==> config.mk <==
export PLATFORM = sky130hd
export DESIGN_NAME = mbox_rx_engine
export DESIGN_NICKNAME = d
export VERILOG_FILES = /design/src/rtl/mbox_rx_pkg.sv /design/src/rtl/mbox_fifo.sv /design/src/rtl/mbox_rx_inbuf.sv /design/src/rtl/mbox_rx_ctrl.sv /design/src/rtl/mbox_rx_engine.sv
export SDC_FILE = /design/constraint.sdc
export NUM_CORES = 2
export LEC_CHECK = 0
export ABC_CLOCK_PERIOD_IN_PS = 11900
export BUFFER_PORTS_ARGS = -buffer_cell sky130_fd_sc_hd__buf_2
export CAP_MARGIN = 25
export CORE_ASPECT_RATIO = 1.75
export CORE_MARGIN = 2
export CORE_UTILIZATION = 29
export CTS_CLUSTER_SIZE = 30
export DETAILED_ROUTE_END_ITERATION = 16
export PLACE_DENSITY = 0.53
export SLEW_MARGIN = 20
export SYNTH_ARGS = -nofsm -noshare
export SYNTH_HDL_FRONTEND = slang
export SYNTH_SLANG_ARGS = --single-unit
==> constraint.sdc <==
create_clock -name clk -period 11.9 [get_ports clk]
set_clock_uncertainty 0.15 [all_clocks]
set_input_delay 1.19 -clock clk [delete_from_list [all_inputs] [get_ports clk]]
set_output_delay 1.19 -clock clk [all_outputs]
set_load 0.05 [all_outputs]
==> src/rtl/mbox_rx_pkg.sv <==
package mbox_rx_pkg;
   localparam logic [1:0] SEL_SRC   = 2'd0;
   localparam logic [1:0] SEL_ADDR  = 2'd1;
   localparam logic [1:0] SEL_COUNT = 2'd2;
   localparam logic [1:0] SEL_ACK   = 2'd3;

   typedef enum logic [1:0] {
      ST_IDLE = 2'd0,
      ST_ARM  = 2'd1,
      ST_HOLD = 2'd2
   } rx_state_e;
endpackage

==> src/rtl/mbox_fifo.sv <==
module mbox_fifo #(
   parameter int DATA_W = 32,
   parameter int DEPTH  = 16
) (
   input  logic              clk,
   input  logic              rst,
   input  logic              push,
   input  logic [DATA_W-1:0] push_data,
   input  logic              pop,
   output logic [DATA_W-1:0] head,
   output logic              empty,
   output logic              full
);
   localparam int PTR_W = $clog2(DEPTH);
   localparam logic [PTR_W:0] FULL_CNT = (PTR_W+1)'(DEPTH);

   logic [DATA_W-1:0] store [DEPTH];
   logic [PTR_W-1:0]  wptr, rptr;
   logic [PTR_W:0]    level;
   logic              push_ok, pop_ok;

   assign empty   = (level == '0);
   assign full    = (level == FULL_CNT);
   assign push_ok = push && !full;
   assign pop_ok  = pop && !empty;
   assign head    = store[rptr];

   always_ff @(posedge clk) begin
      if (rst) begin
         wptr  <= '0;
         rptr  <= '0;
         level <= '0;
      end else begin
         if (push_ok) wptr <= wptr + 1'b1;
         if (pop_ok)  rptr <= rptr + 1'b1;
         level <= level + {{PTR_W{1'b0}}, push_ok} - {{PTR_W{1'b0}}, pop_ok};
      end
   end

   always_ff @(posedge clk) begin
      if (push_ok) store[wptr] <= push_data;
   end
endmodule

==> src/rtl/mbox_rx_inbuf.sv <==
module mbox_rx_inbuf #(
   parameter int NUM_SRC = 4,
   parameter int DEPTH   = 16,
   parameter int DATA_W  = 32,
   localparam int SRC_W  = $clog2(NUM_SRC)
) (
   input  logic               clk,
   input  logic               rst,
   input  logic               flit_valid,
   input  logic [SRC_W-1:0]   flit_src,
   input  logic [DATA_W-1:0]  flit_data,
   input  logic [SRC_W-1:0]   sel,
   input  logic               pop,
   output logic [DATA_W-1:0]  head,
   output logic               empty,
   output logic [NUM_SRC-1:0] overflow
);
   logic [DATA_W-1:0]  heads [NUM_SRC];
   logic [NUM_SRC-1:0] empties;
   logic [NUM_SRC-1:0] fulls;

   for (genvar g = 0; g < NUM_SRC; g++) begin : g_src
      logic hit;
      assign hit = flit_valid && (flit_src == SRC_W'(g));

      mbox_fifo #(.DATA_W(DATA_W), .DEPTH(DEPTH)) i_fifo (
         .clk       (clk),
         .rst       (rst),
         .push      (hit),
         .push_data (flit_data),
         .pop       (pop && (sel == SRC_W'(g))),
         .head      (heads[g]),
         .empty     (empties[g]),
         .full      (fulls[g])
      );

      always_ff @(posedge clk) begin
         if (rst)                overflow[g] <= 1'b0;
         else if (hit && fulls[g]) overflow[g] <= 1'b1;
      end
   end

   assign head  = heads[sel];
   assign empty = empties[sel];
endmodule

==> src/rtl/mbox_rx_ctrl.sv <==
module mbox_rx_ctrl
   import mbox_rx_pkg::*;
#(
   parameter int DATA_W = 32,
   parameter int ADDR_W = 16,
   parameter int CNT_W  = 8,
   parameter int SRC_W  = 2
) (
   input  logic              clk,
   input  logic              rst,
   input  logic              start,
   input  logic [CNT_W-1:0]  cfg_cnt,
   input  logic [ADDR_W-1:0] cfg_addr,
   input  logic [SRC_W-1:0]  cfg_src,
   input  logic              ack,
   input  logic              fifo_empty,
   input  logic [DATA_W-1:0] fifo_head,
   output logic [SRC_W-1:0]  sel,
   output logic              pop,
   output logic              rdy,
   output logic              done,
   output logic              busy,
   output logic [CNT_W-1:0]  remaining,
   output logic              mem_we,
   output logic [ADDR_W-1:0] mem_addr,
   output logic [DATA_W-1:0] mem_wdata
);
   rx_state_e         state;
   logic [ADDR_W-1:0] cur_addr;

   assign busy = (state != ST_IDLE);
   assign pop  = (state == ST_ARM) && !ack && !fifo_empty;

   always_ff @(posedge clk) begin
      if (rst) begin
         state     <= ST_IDLE;
         sel       <= '0;
         cur_addr  <= '0;
         remaining <= '0;
         rdy       <= 1'b0;
         done      <= 1'b0;
         mem_we    <= 1'b0;
         mem_addr  <= '0;
         mem_wdata <= '0;
      end else begin
         mem_we <= 1'b0;
         done   <= 1'b0;
         unique case (state)
            ST_IDLE: begin
               if (start && (cfg_cnt != '0)) begin
                  remaining <= cfg_cnt;
                  cur_addr  <= cfg_addr;
                  sel       <= cfg_src;
                  state     <= ST_ARM;
               end
            end
            ST_ARM: begin
               if (pop) begin
                  mem_we    <= 1'b1;
                  mem_addr  <= cur_addr;
                  mem_wdata <= fifo_head;
                  cur_addr  <= cur_addr + 1'b1;
                  rdy       <= 1'b1;
                  state     <= ST_HOLD;
               end
            end
            ST_HOLD: begin
               if (ack) begin
                  rdy       <= 1'b0;
                  remaining <= remaining - 1'b1;
                  if (remaining == CNT_W'(1)) begin
                     done  <= 1'b1;
                     state <= ST_IDLE;
                  end else begin
                     state <= ST_ARM;
                  end
               end
            end
            default: state <= ST_IDLE;
         endcase
      end
   end
endmodule

==> src/rtl/mbox_rx_engine.sv <==
module mbox_rx_engine
   import mbox_rx_pkg::*;
#(
   parameter int NUM_SRC = 4,
   parameter int DEPTH   = 16,
   parameter int DATA_W  = 32,
   parameter int ADDR_W  = 16,
   parameter int CNT_W   = 8,
   localparam int SRC_W  = $clog2(NUM_SRC)
) (
   input  logic               clk,
   input  logic               rst,
   input  logic               flit_valid,
   input  logic [SRC_W-1:0]   flit_src,
   input  logic [DATA_W-1:0]  flit_data,
   input  logic               reg_wr_en,
   input  logic [1:0]         reg_wr_sel,
   input  logic [DATA_W-1:0]  reg_wr_data,
   input  logic [1:0]         reg_rd_sel,
   output logic [DATA_W-1:0]  reg_rd_data,
   output logic               mem_we,
   output logic [ADDR_W-1:0]  mem_addr,
   output logic [DATA_W-1:0]  mem_wdata,
   output logic               rdy,
   output logic               done,
   output logic [NUM_SRC-1:0] overflow
);
   localparam int STAT_W = 3 + NUM_SRC;

   if (NUM_SRC < 2 || (NUM_SRC & (NUM_SRC - 1)) != 0) begin : g_bad_src
      $error("NUM_SRC must be a power of two, at least 2");
   end
   if (DEPTH < 2 || (DEPTH & (DEPTH - 1)) != 0) begin : g_bad_depth
      $error("DEPTH must be a power of two, at least 2");
   end
   if (DATA_W < ADDR_W || DATA_W < CNT_W || DATA_W < STAT_W) begin : g_bad_width
      $error("DATA_W too narrow for mailbox readback");
   end

   logic [SRC_W-1:0]  cfg_src;
   logic [ADDR_W-1:0] cfg_addr;
   logic [CNT_W-1:0]  cfg_cnt;
   logic              ack_q;
   logic              start;
   logic [SRC_W-1:0]  sel_w;
   logic              pop_w, empty_w, busy_w;
   logic [DATA_W-1:0] head_w;
   logic [CNT_W-1:0]  remaining_w;

   assign start = reg_wr_en && (reg_wr_sel == SEL_COUNT);

   always_ff @(posedge clk) begin
      if (rst) begin
         cfg_src  <= '0;
         cfg_addr <= '0;
         cfg_cnt  <= '0;
         ack_q    <= 1'b1;
      end else if (reg_wr_en) begin
         unique case (reg_wr_sel)
            SEL_SRC:   cfg_src  <= reg_wr_data[SRC_W-1:0];
            SEL_ADDR:  cfg_addr <= reg_wr_data[ADDR_W-1:0];
            SEL_COUNT: cfg_cnt  <= reg_wr_data[CNT_W-1:0];
            SEL_ACK:   ack_q    <= reg_wr_data[0];
            default: ;
         endcase
      end
   end

   always_comb begin
      unique case (reg_rd_sel)
         SEL_SRC:   reg_rd_data = DATA_W'(cfg_src);
         SEL_ADDR:  reg_rd_data = DATA_W'(cfg_addr);
         SEL_COUNT: reg_rd_data = DATA_W'(remaining_w);
         default:   reg_rd_data = DATA_W'({overflow, busy_w, rdy, ack_q});
      endcase
   end

   mbox_rx_inbuf #(.NUM_SRC(NUM_SRC), .DEPTH(DEPTH), .DATA_W(DATA_W)) i_inbuf (
      .clk        (clk),
      .rst        (rst),
      .flit_valid (flit_valid),
      .flit_src   (flit_src),
      .flit_data  (flit_data),
      .sel        (sel_w),
      .pop        (pop_w),
      .head       (head_w),
      .empty      (empty_w),
      .overflow   (overflow)
   );

   mbox_rx_ctrl #(.DATA_W(DATA_W), .ADDR_W(ADDR_W), .CNT_W(CNT_W), .SRC_W(SRC_W)) i_ctrl (
      .clk        (clk),
      .rst        (rst),
      .start      (start),
      .cfg_cnt    (reg_wr_data[CNT_W-1:0]),
      .cfg_addr   (cfg_addr),
      .cfg_src    (cfg_src),
      .ack        (ack_q),
      .fifo_empty (empty_w),
      .fifo_head  (head_w),
      .sel        (sel_w),
      .pop        (pop_w),
      .rdy        (rdy),
      .done       (done),
      .busy       (busy_w),
      .remaining  (remaining_w),
      .mem_we     (mem_we),
      .mem_addr   (mem_addr),
      .mem_wdata  (mem_wdata)
   );
endmodule

# After elaboration in Yosys (flattened, before gate mapping)
# Memory sizes are Yosys's and may differ from the RTL's. A register that Yosys moved wholly into a read port is not among the register bits.
# Index checks and enable logic that the tools add are counted.
classes:
  n_bitwise: 4
  add_sub_neg: 18
  muxes: 38
  shift: 0
  n_eq_ne: 21
  mul: 0
  n_reduce_logical: 59
  div_mod_pow: 0
  magnitude_cmp: 2
op_table:
  columns: ["operator", "n"]
  rows:
  - ["32-bit binary-select mux with 2-bit select", 1]
  - ["32-bit two-way mux", 2]
  - ["16-bit case mux with 3 select lines", 1]
  - ["4-bit by 1-bit adder with 4-bit output (second input constant)", 8]
  - ["16-bit two-way mux", 2]
  - ["4-bit two-way mux", 8]
  - ["16-bit case mux with 2 select lines", 1]
  - ["1-bit logical AND", 24]
  - ["5-bit by 1-bit adder with 5-bit output", 4]
  - ["5-bit equality test (second input constant)", 4]
  - ["5-bit logical NOT", 4]
  - ["5-bit by 1-bit subtractor with 5-bit output", 4]
  - ["16-bit by 1-bit adder with 16-bit output (second input constant)", 1]
  - ["2-bit equality test (second input constant)", 8]
  - ["8-bit two-way mux", 2]
  - ["8-bit case mux with 2 select lines", 1]
  - ["1-bit two-way mux", 14]
  - ["3-bit AND reduction", 4]
  - ["2-bit by 1-bit equality test with 1-bit output (second input constant)", 5]
  - ["1-bit logical NOT", 10]
  - ["2-bit logical NOT", 5]
  - ["2-bit AND reduction", 5]
  - ["8-bit by 1-bit equality test with 1-bit output (second input constant)", 1]
  - ["2-bit nonzero test", 4]
  - ["other kinds (14)", 19]
word_totals:
  elab_cells: 174
  n_memories: 4
  reg_bits: 154
  latch_bits: 0
  out_inout_bits: 87
  mem_bits_ro: 0
  ramBits: 2048
mem_list:
  columns: ["memory", "words", "width", "read_ports", "rd_clocked_by_memory_dff", "write_ports", "line", "text"]
  rows:
  - ["i_inbuf.g_src[0].i_fifo.store", 16, 32, 1, 1, 1, "mbox_fifo.sv:17", "logic [DATA_W-1:0] store [DEPTH];"]
  - ["i_inbuf.g_src[1].i_fifo.store", 16, 32, 1, 1, 1, "mbox_fifo.sv:17", null]
  - ["i_inbuf.g_src[2].i_fifo.store", 16, 32, 1, 1, 1, "mbox_fifo.sv:17", null]
  - ["i_inbuf.g_src[3].i_fifo.store", 16, 32, 1, 1, 1, "mbox_fifo.sv:17", null]

# Logic depth before layout (Yosys ltp)
logic_depth:
  ltp_word: 9
  depth_mapped: 18
  ltp_nobuf: 16

# By module
# Synthesis repeated with hierarchy kept, for this count alone.
unflattened:
  cells_unflattened: 4209
  hier_area_um2: 85808.5
by_module_without_submodules:
  columns: ["module", "cells_each", "instances", "area_each_um2"]
  rows:
  - ["mbox_fifo (i_inbuf.g_src[1].i_fifo ...)", 891, 3, 20007.9]
  - ["mbox_fifo (i_inbuf.g_src[0].i_fifo)", 891, 1, 20009.2]
  - ["mbox_rx_ctrl", 453, 1, 3495.9]
  - ["mbox_rx_engine", 126, 1, 1227.4]
  - ["mbox_rx_inbuf", 66, 1, 1052.3]

# Least setup slack after synthesis
# Ideal clock, no wire load.
synth_path:
  kind: "input port to flip-flop"
  startpoint: "in flit_src[0]"
  endpoint: "mem i_inbuf.g_src[1].i_fifo.store[3][0] (enable)"
  path_stages: 5
  setup_ns: 0.461
  slack_ns: 6.927
  arrival_ns: 4.362
  required_ns: 11.289
  path_cell_list: "clkbuf_1 inv_1 nor3b_2 nand2_1 nor3_1"
synth_via:
  elab_chain_len: 5
synth_lines:
  columns: ["element", "line", "text"]
  rows:
  - ["start, declared", "mbox_rx_engine.sv:14", "input logic [SRC_W-1:0] flit_src,"]
  - ["2-bit by 1-bit equality test with 1-bit output", "mbox_rx_inbuf.sv:24", "assign hit = flit_valid && (flit_src == SRC_W'(g));"]
  - ["1-bit logical AND", "mbox_rx_inbuf.sv:24", null]
  - ["1-bit logical AND", "mbox_fifo.sv:24", "assign push_ok = push && !full;"]
  - ["1-bit two-way mux", "mbox_fifo.sv:41", "if (push_ok) store[wptr] <= push_data;"]
  - ["1-bit two-way mux (not written as such)", "mbox_fifo.sv:41", null]
  - ["end, declared", "mbox_fifo.sv:17", null]
# No other way between the ends.

==> results.cfg <==
[grt]
track_usage_pct = 15.3
global_route_wire_length_before_repair_um = 338000
grt_max_degree = 159
via_count_of_the_first_global_routing_pass = 46552
grt_antenna_before_repair = 9
grt_overflow_total = 0

[timing]
fmaxAchievable_mhz = 222
final-setup-viol-count = 0
post_route_setup_tns_ps = 0
grt_setup_unrepaired = no
drv_slew = 0
layout_setup_ws_ps = 7390
fin_hold_ws_ps = 300
finalHoldViolations = 0
worst_pin_slew_ps = 1120
final_min_period_over_clock_period_pct = 37.9
slew-limit-headroom_pct = 24.4
period_minus_slack_ps = 4510

[finish]
areaGrowthSynthToFinish_pct = 14.4
final_cell_mix = sky130_fd_sc_hd__edfxtp_1, sky130_fd_sc_hd__mux2_2, sky130_fd_sc_hd__o22ai_1
stdcell_count = 9233
finish.net_count = 5316
post_route_cells_drive_above_1_share_pct = 27.9
fillers = 28537
final_common_cell = sky130_fd_sc_hd__edfxtp_1

[route]
detail_route.iter0.violations = 3660
maxUsedRoutingLayer = met5
wl_um = 240000
detailedRoute.firstPassIterationCount = 5
ant_nets = 0
avgViaCountPerCell = 4.96
wirelength_met1_um = 91700
route.detailed.wl_per_inst_um = 25.9
routed-wl-met2_um = 128000
wl_met3_um = 9280
drt_drc_violations_left = 0
vias = 45754

[cts]
worst_skew_pair.late_latency_ps = 920
clock_sink_count = 2218
cts.repair.resized = 0
cts_inserted_buffers = 210
cts.clk_slew.worst_paths_ps = 60
ctsLongestPathBuffers = 4
post_cts_hold_buffer_count = 0
postCtsSetupBuffers = 0
clock_tree_root_driver_cell = sky130_fd_sc_hd__clkbuf_16
cts_htree_levels = 4
cts_tree = done

[worst_setup_path]
timing.setup.critical_path_class = reg2reg
cp_top_family = buffers and inverters
setup.worst_path.end_class = flip-flop
worstPathMaxFanout = 70
critical_path_launch_point_type = flip-flop
end_of_the_worst_register_to_register_path = i_ctrl.mem_wdata[22]$_SDFFE_PP0P_
worst_path_largest_cell_delay_ps = 880
worstPathArrival_ps = 5090
timing.critical_path.cells = buf_4, buf_4, mux2_2, o22ai_1, nor3_1, nor4_2, a311oi_1
worst_ep_required_time_ps = 12480
reg2reg_slack_ps = 7390
cp_num_buf_inv = 2
r2r.worst_path.cells = 7
critical-path-slowest-cell = sky130_fd_sc_hd__nor4_2
crit_top_cell = sky130_fd_sc_hd__buf_4

[placed_design]
post-place-ws_ps = 7250
post-place-cells = 8865
port-buffer-count = 128
globalplace.congestion = 0.782
post_detail_place_hpwl_um = 141000

[synth]
ys.warnings.count = 0
synth-seq-area-share_pct = 74.4
netlist.area_leader.share_pct = 70.5
async_reset_ff_share_pct = 0
synth_area_leaders = sky130_fd_sc_hd__edfxtp_1, sky130_fd_sc_hd__mux2_2, sky130_fd_sc_hd__mux4_2, sky130_fd_sc_hd__dfxtp_1, sky130_fd_sc_hd__o22ai_1
post_synth_inst_count = 4980
synth_enable_flop_cells = 2048
netlist_area_um2 = 87200
largest_area_contributor_in_the_netlist = sky130_fd_sc_hd__edfxtp_1
flop_and_latch_count_out_of_synthesis = 2218
synthFlopType = sky130_fd_sc_hd__edfxtp_1
syn_area_per_cell_um2 = 17.5
synth_cell_type_count = 66

[power_and_ir_drop]
switchingPower_mw = 3.22
clockPowerShare_pct = 41.6
internal-power_mw = 12.2
power.sequential.fraction_pct = 55.6
power_density_over_the_cells_nw_per_um2 = 155
power.combinational.fraction_pct = 2.7
static-leakage-power_nw = 30.3
power.share.switching_pct = 20.9
worst_vdd_ir_mv = 0.120

[floorplanning]
initial_cell_density_of_the_core_pct = 29.1
fp.dieW_um = 419
die_ar_um2 = 305000
design.portCount = 161
floorplan.core_area_um2 = 300000
placementRows = 266
chipHeight_um = 729

[hold_path]
worst_hold_path.endpoint = i_ctrl.mem_addr[3]$_SDFFE_PP0P_
hp-class = reg2reg
hold_path.startpoint = i_ctrl.mem_addr[3]$_SDFFE_PP0P_
min_path_cells = 2

[outcome]
outcome = finished clean

[run]
cap_violations = 0
==> tightest hold or removal path, stage by stage (launching register included) <==
cell and delay [ps]:
sky130_fd_sc_hd__dfxtp_1 300, sky130_fd_sc_hd__nand2_1 50, sky130_fd_sc_hd__a21oi_1 50
==> routing by layer <==
layer	up-vias	GRT usage, %
met4	6	6.60
met2	1059	28.4
li1	20200	-
met3	333	1.73
met5	-	0
met1	24156	17.7
==> registers in the layout (all words and copies together) (netlist names), 4 cells and up, named ones only <==
name,cells
i_inbuf.g_src.i_fifo.wptr,16
i_inbuf.g_src.i_fifo.store,2048
i_ctrl.mem_addr,16
cfg_addr,16
i_inbuf.g_src.i_fifo.level,20
i_inbuf.g_src.i_fifo.rptr,16
i_ctrl.mem_wdata,32
i_inbuf.overflow,4
i_ctrl.remaining,8
i_ctrl.cur_addr,16
==> Yosys cell counts (7+ instances only) <==
library cell               count
sky130_fd_sc_hd__mux2_2      611
sky130_fd_sc_hd__nand2_1     150
sky130_fd_sc_hd__o22ai_1     257
sky130_fd_sc_hd__dfxtp_1     170
sky130_fd_sc_hd__edfxtp_1   2048
sky130_fd_sc_hd__nor2_1      160
sky130_fd_sc_hd__a22o_1        7
sky130_fd_sc_hd__mux4_2      162
sky130_fd_sc_hd__a21oi_1      92
sky130_fd_sc_hd__nor4_1       38
sky130_fd_sc_hd__nand4_1      10
sky130_fd_sc_hd__clkbuf_1    166
sky130_fd_sc_hd__nand3_1      14
sky130_fd_sc_hd__o21ai_0     128
sky130_fd_sc_hd__xor2_1       16
sky130_fd_sc_hd__a311oi_1     65
sky130_fd_sc_hd__inv_1        51
sky130_fd_sc_hd__mux2i_1      75
sky130_fd_sc_hd__buf_4        26
sky130_fd_sc_hd__or3_1        12
sky130_fd_sc_hd__and3_1        7
sky130_fd_sc_hd__a211oi_1    101
sky130_fd_sc_hd__buf_2        98
sky130_fd_sc_hd__or2_2        10
sky130_fd_sc_hd__a31oi_1       7
sky130_fd_sc_hd__nor3_1      180
sky130_fd_sc_hd__a221oi_1     32
sky130_fd_sc_hd__buf_1        18
sky130_fd_sc_hd__nor2b_1     108
sky130_fd_sc_hd__ha_1         47
sky130_fd_sc_hd__a21o_1       10
sky130_fd_sc_hd__xnor2_1      11
sky130_fd_sc_hd__nand2b_1     19
sky130_fd_sc_hd__and2_1        9
==> final cells by class <==
cell class                      count  area, um2  share of cell area, %
Sequential cell                  2218      64900                   65.1
Multi-Input combinational cell   2412      21400                   21.5
Clock buffer                      259       5540                   5.56
Tap cell                         3886       4860                   4.87
Timing Repair Buffer              298       1950                   1.95
Clock inverter                    104        833                  0.835
Inverter                           51        191                  0.192
Antenna cell                        5       12.5                 0.0125
==> how the worst max path moves through the flow <==
| stage | endpoint | slack [ps] | depth (start not counted) |
|---|---|---|---|
| 3_3_place_gp | i_ctrl.mem_wdata[28]$_SDFFE_PP0P_ | 7130 | 7 |
| 6_report | i_ctrl.mem_wdata[22]$_SDFFE_PP0P_ | 7390 | 7 |
| 2_1_floorplan | i_inbuf.g_src[1].i_fifo.store[3][0]$_DFFE_PP_ | 6930 | 5 |
| 3_5_place_dp | i_ctrl.mem_wdata[22]$_SDFFE_PP0P_ | 7250 | 7 |
| 5_1_grt | i_inbuf.g_src[2].i_fifo.level[4]$_SDFF_PP0_ | 7110 | 15 |
| 4_1_cts | i_ctrl.mem_wdata[22]$_SDFFE_PP0P_ | 7290 | 7 |
==> power groups by stage <==
stage	logic [mW]	clock network, mW	registers (mW)
6_report	0.423	6.42	8.58
3_3_place_gp	0.415	0	8.74
2_1_floorplan	0.168	0	8.74
4_1_cts	0.430	6.58	8.58
3_5_place_dp	0.429	0	8.75
5_1_grt	0.452	6.84	8.58
==> through the flow <==
step,cell area (um2),util [%],total power [mW]
floorplan,87300,-,8.91
global placement,93300,31.1,9.16
detailed placement,93400,31.2,9.18
CTS,99700,33.3,15.6
global route,99700,33.3,15.9
finish,99800,33.3,15.4
==> logic make-up after synthesis <==
| logic type | Yosys count | synth area share, % |
|---|---|---|
| AO/OA/AOI/OAI | 722 | 5.43 |
| XOR/XNOR | 27 | 0.271 |
| adder cells (fa/ha/maj) | 51 | 0.766 |
| buffers and inverters | 365 | 1.88 |
| flip-flops | 2218 | 74.4 |
| multiplexers | 848 | 12.9 |
| other | 1 | 0.00430 |
| AND/OR/NAND/NOR | 748 | 4.29 |
Power figures use the tool's default switching activity.
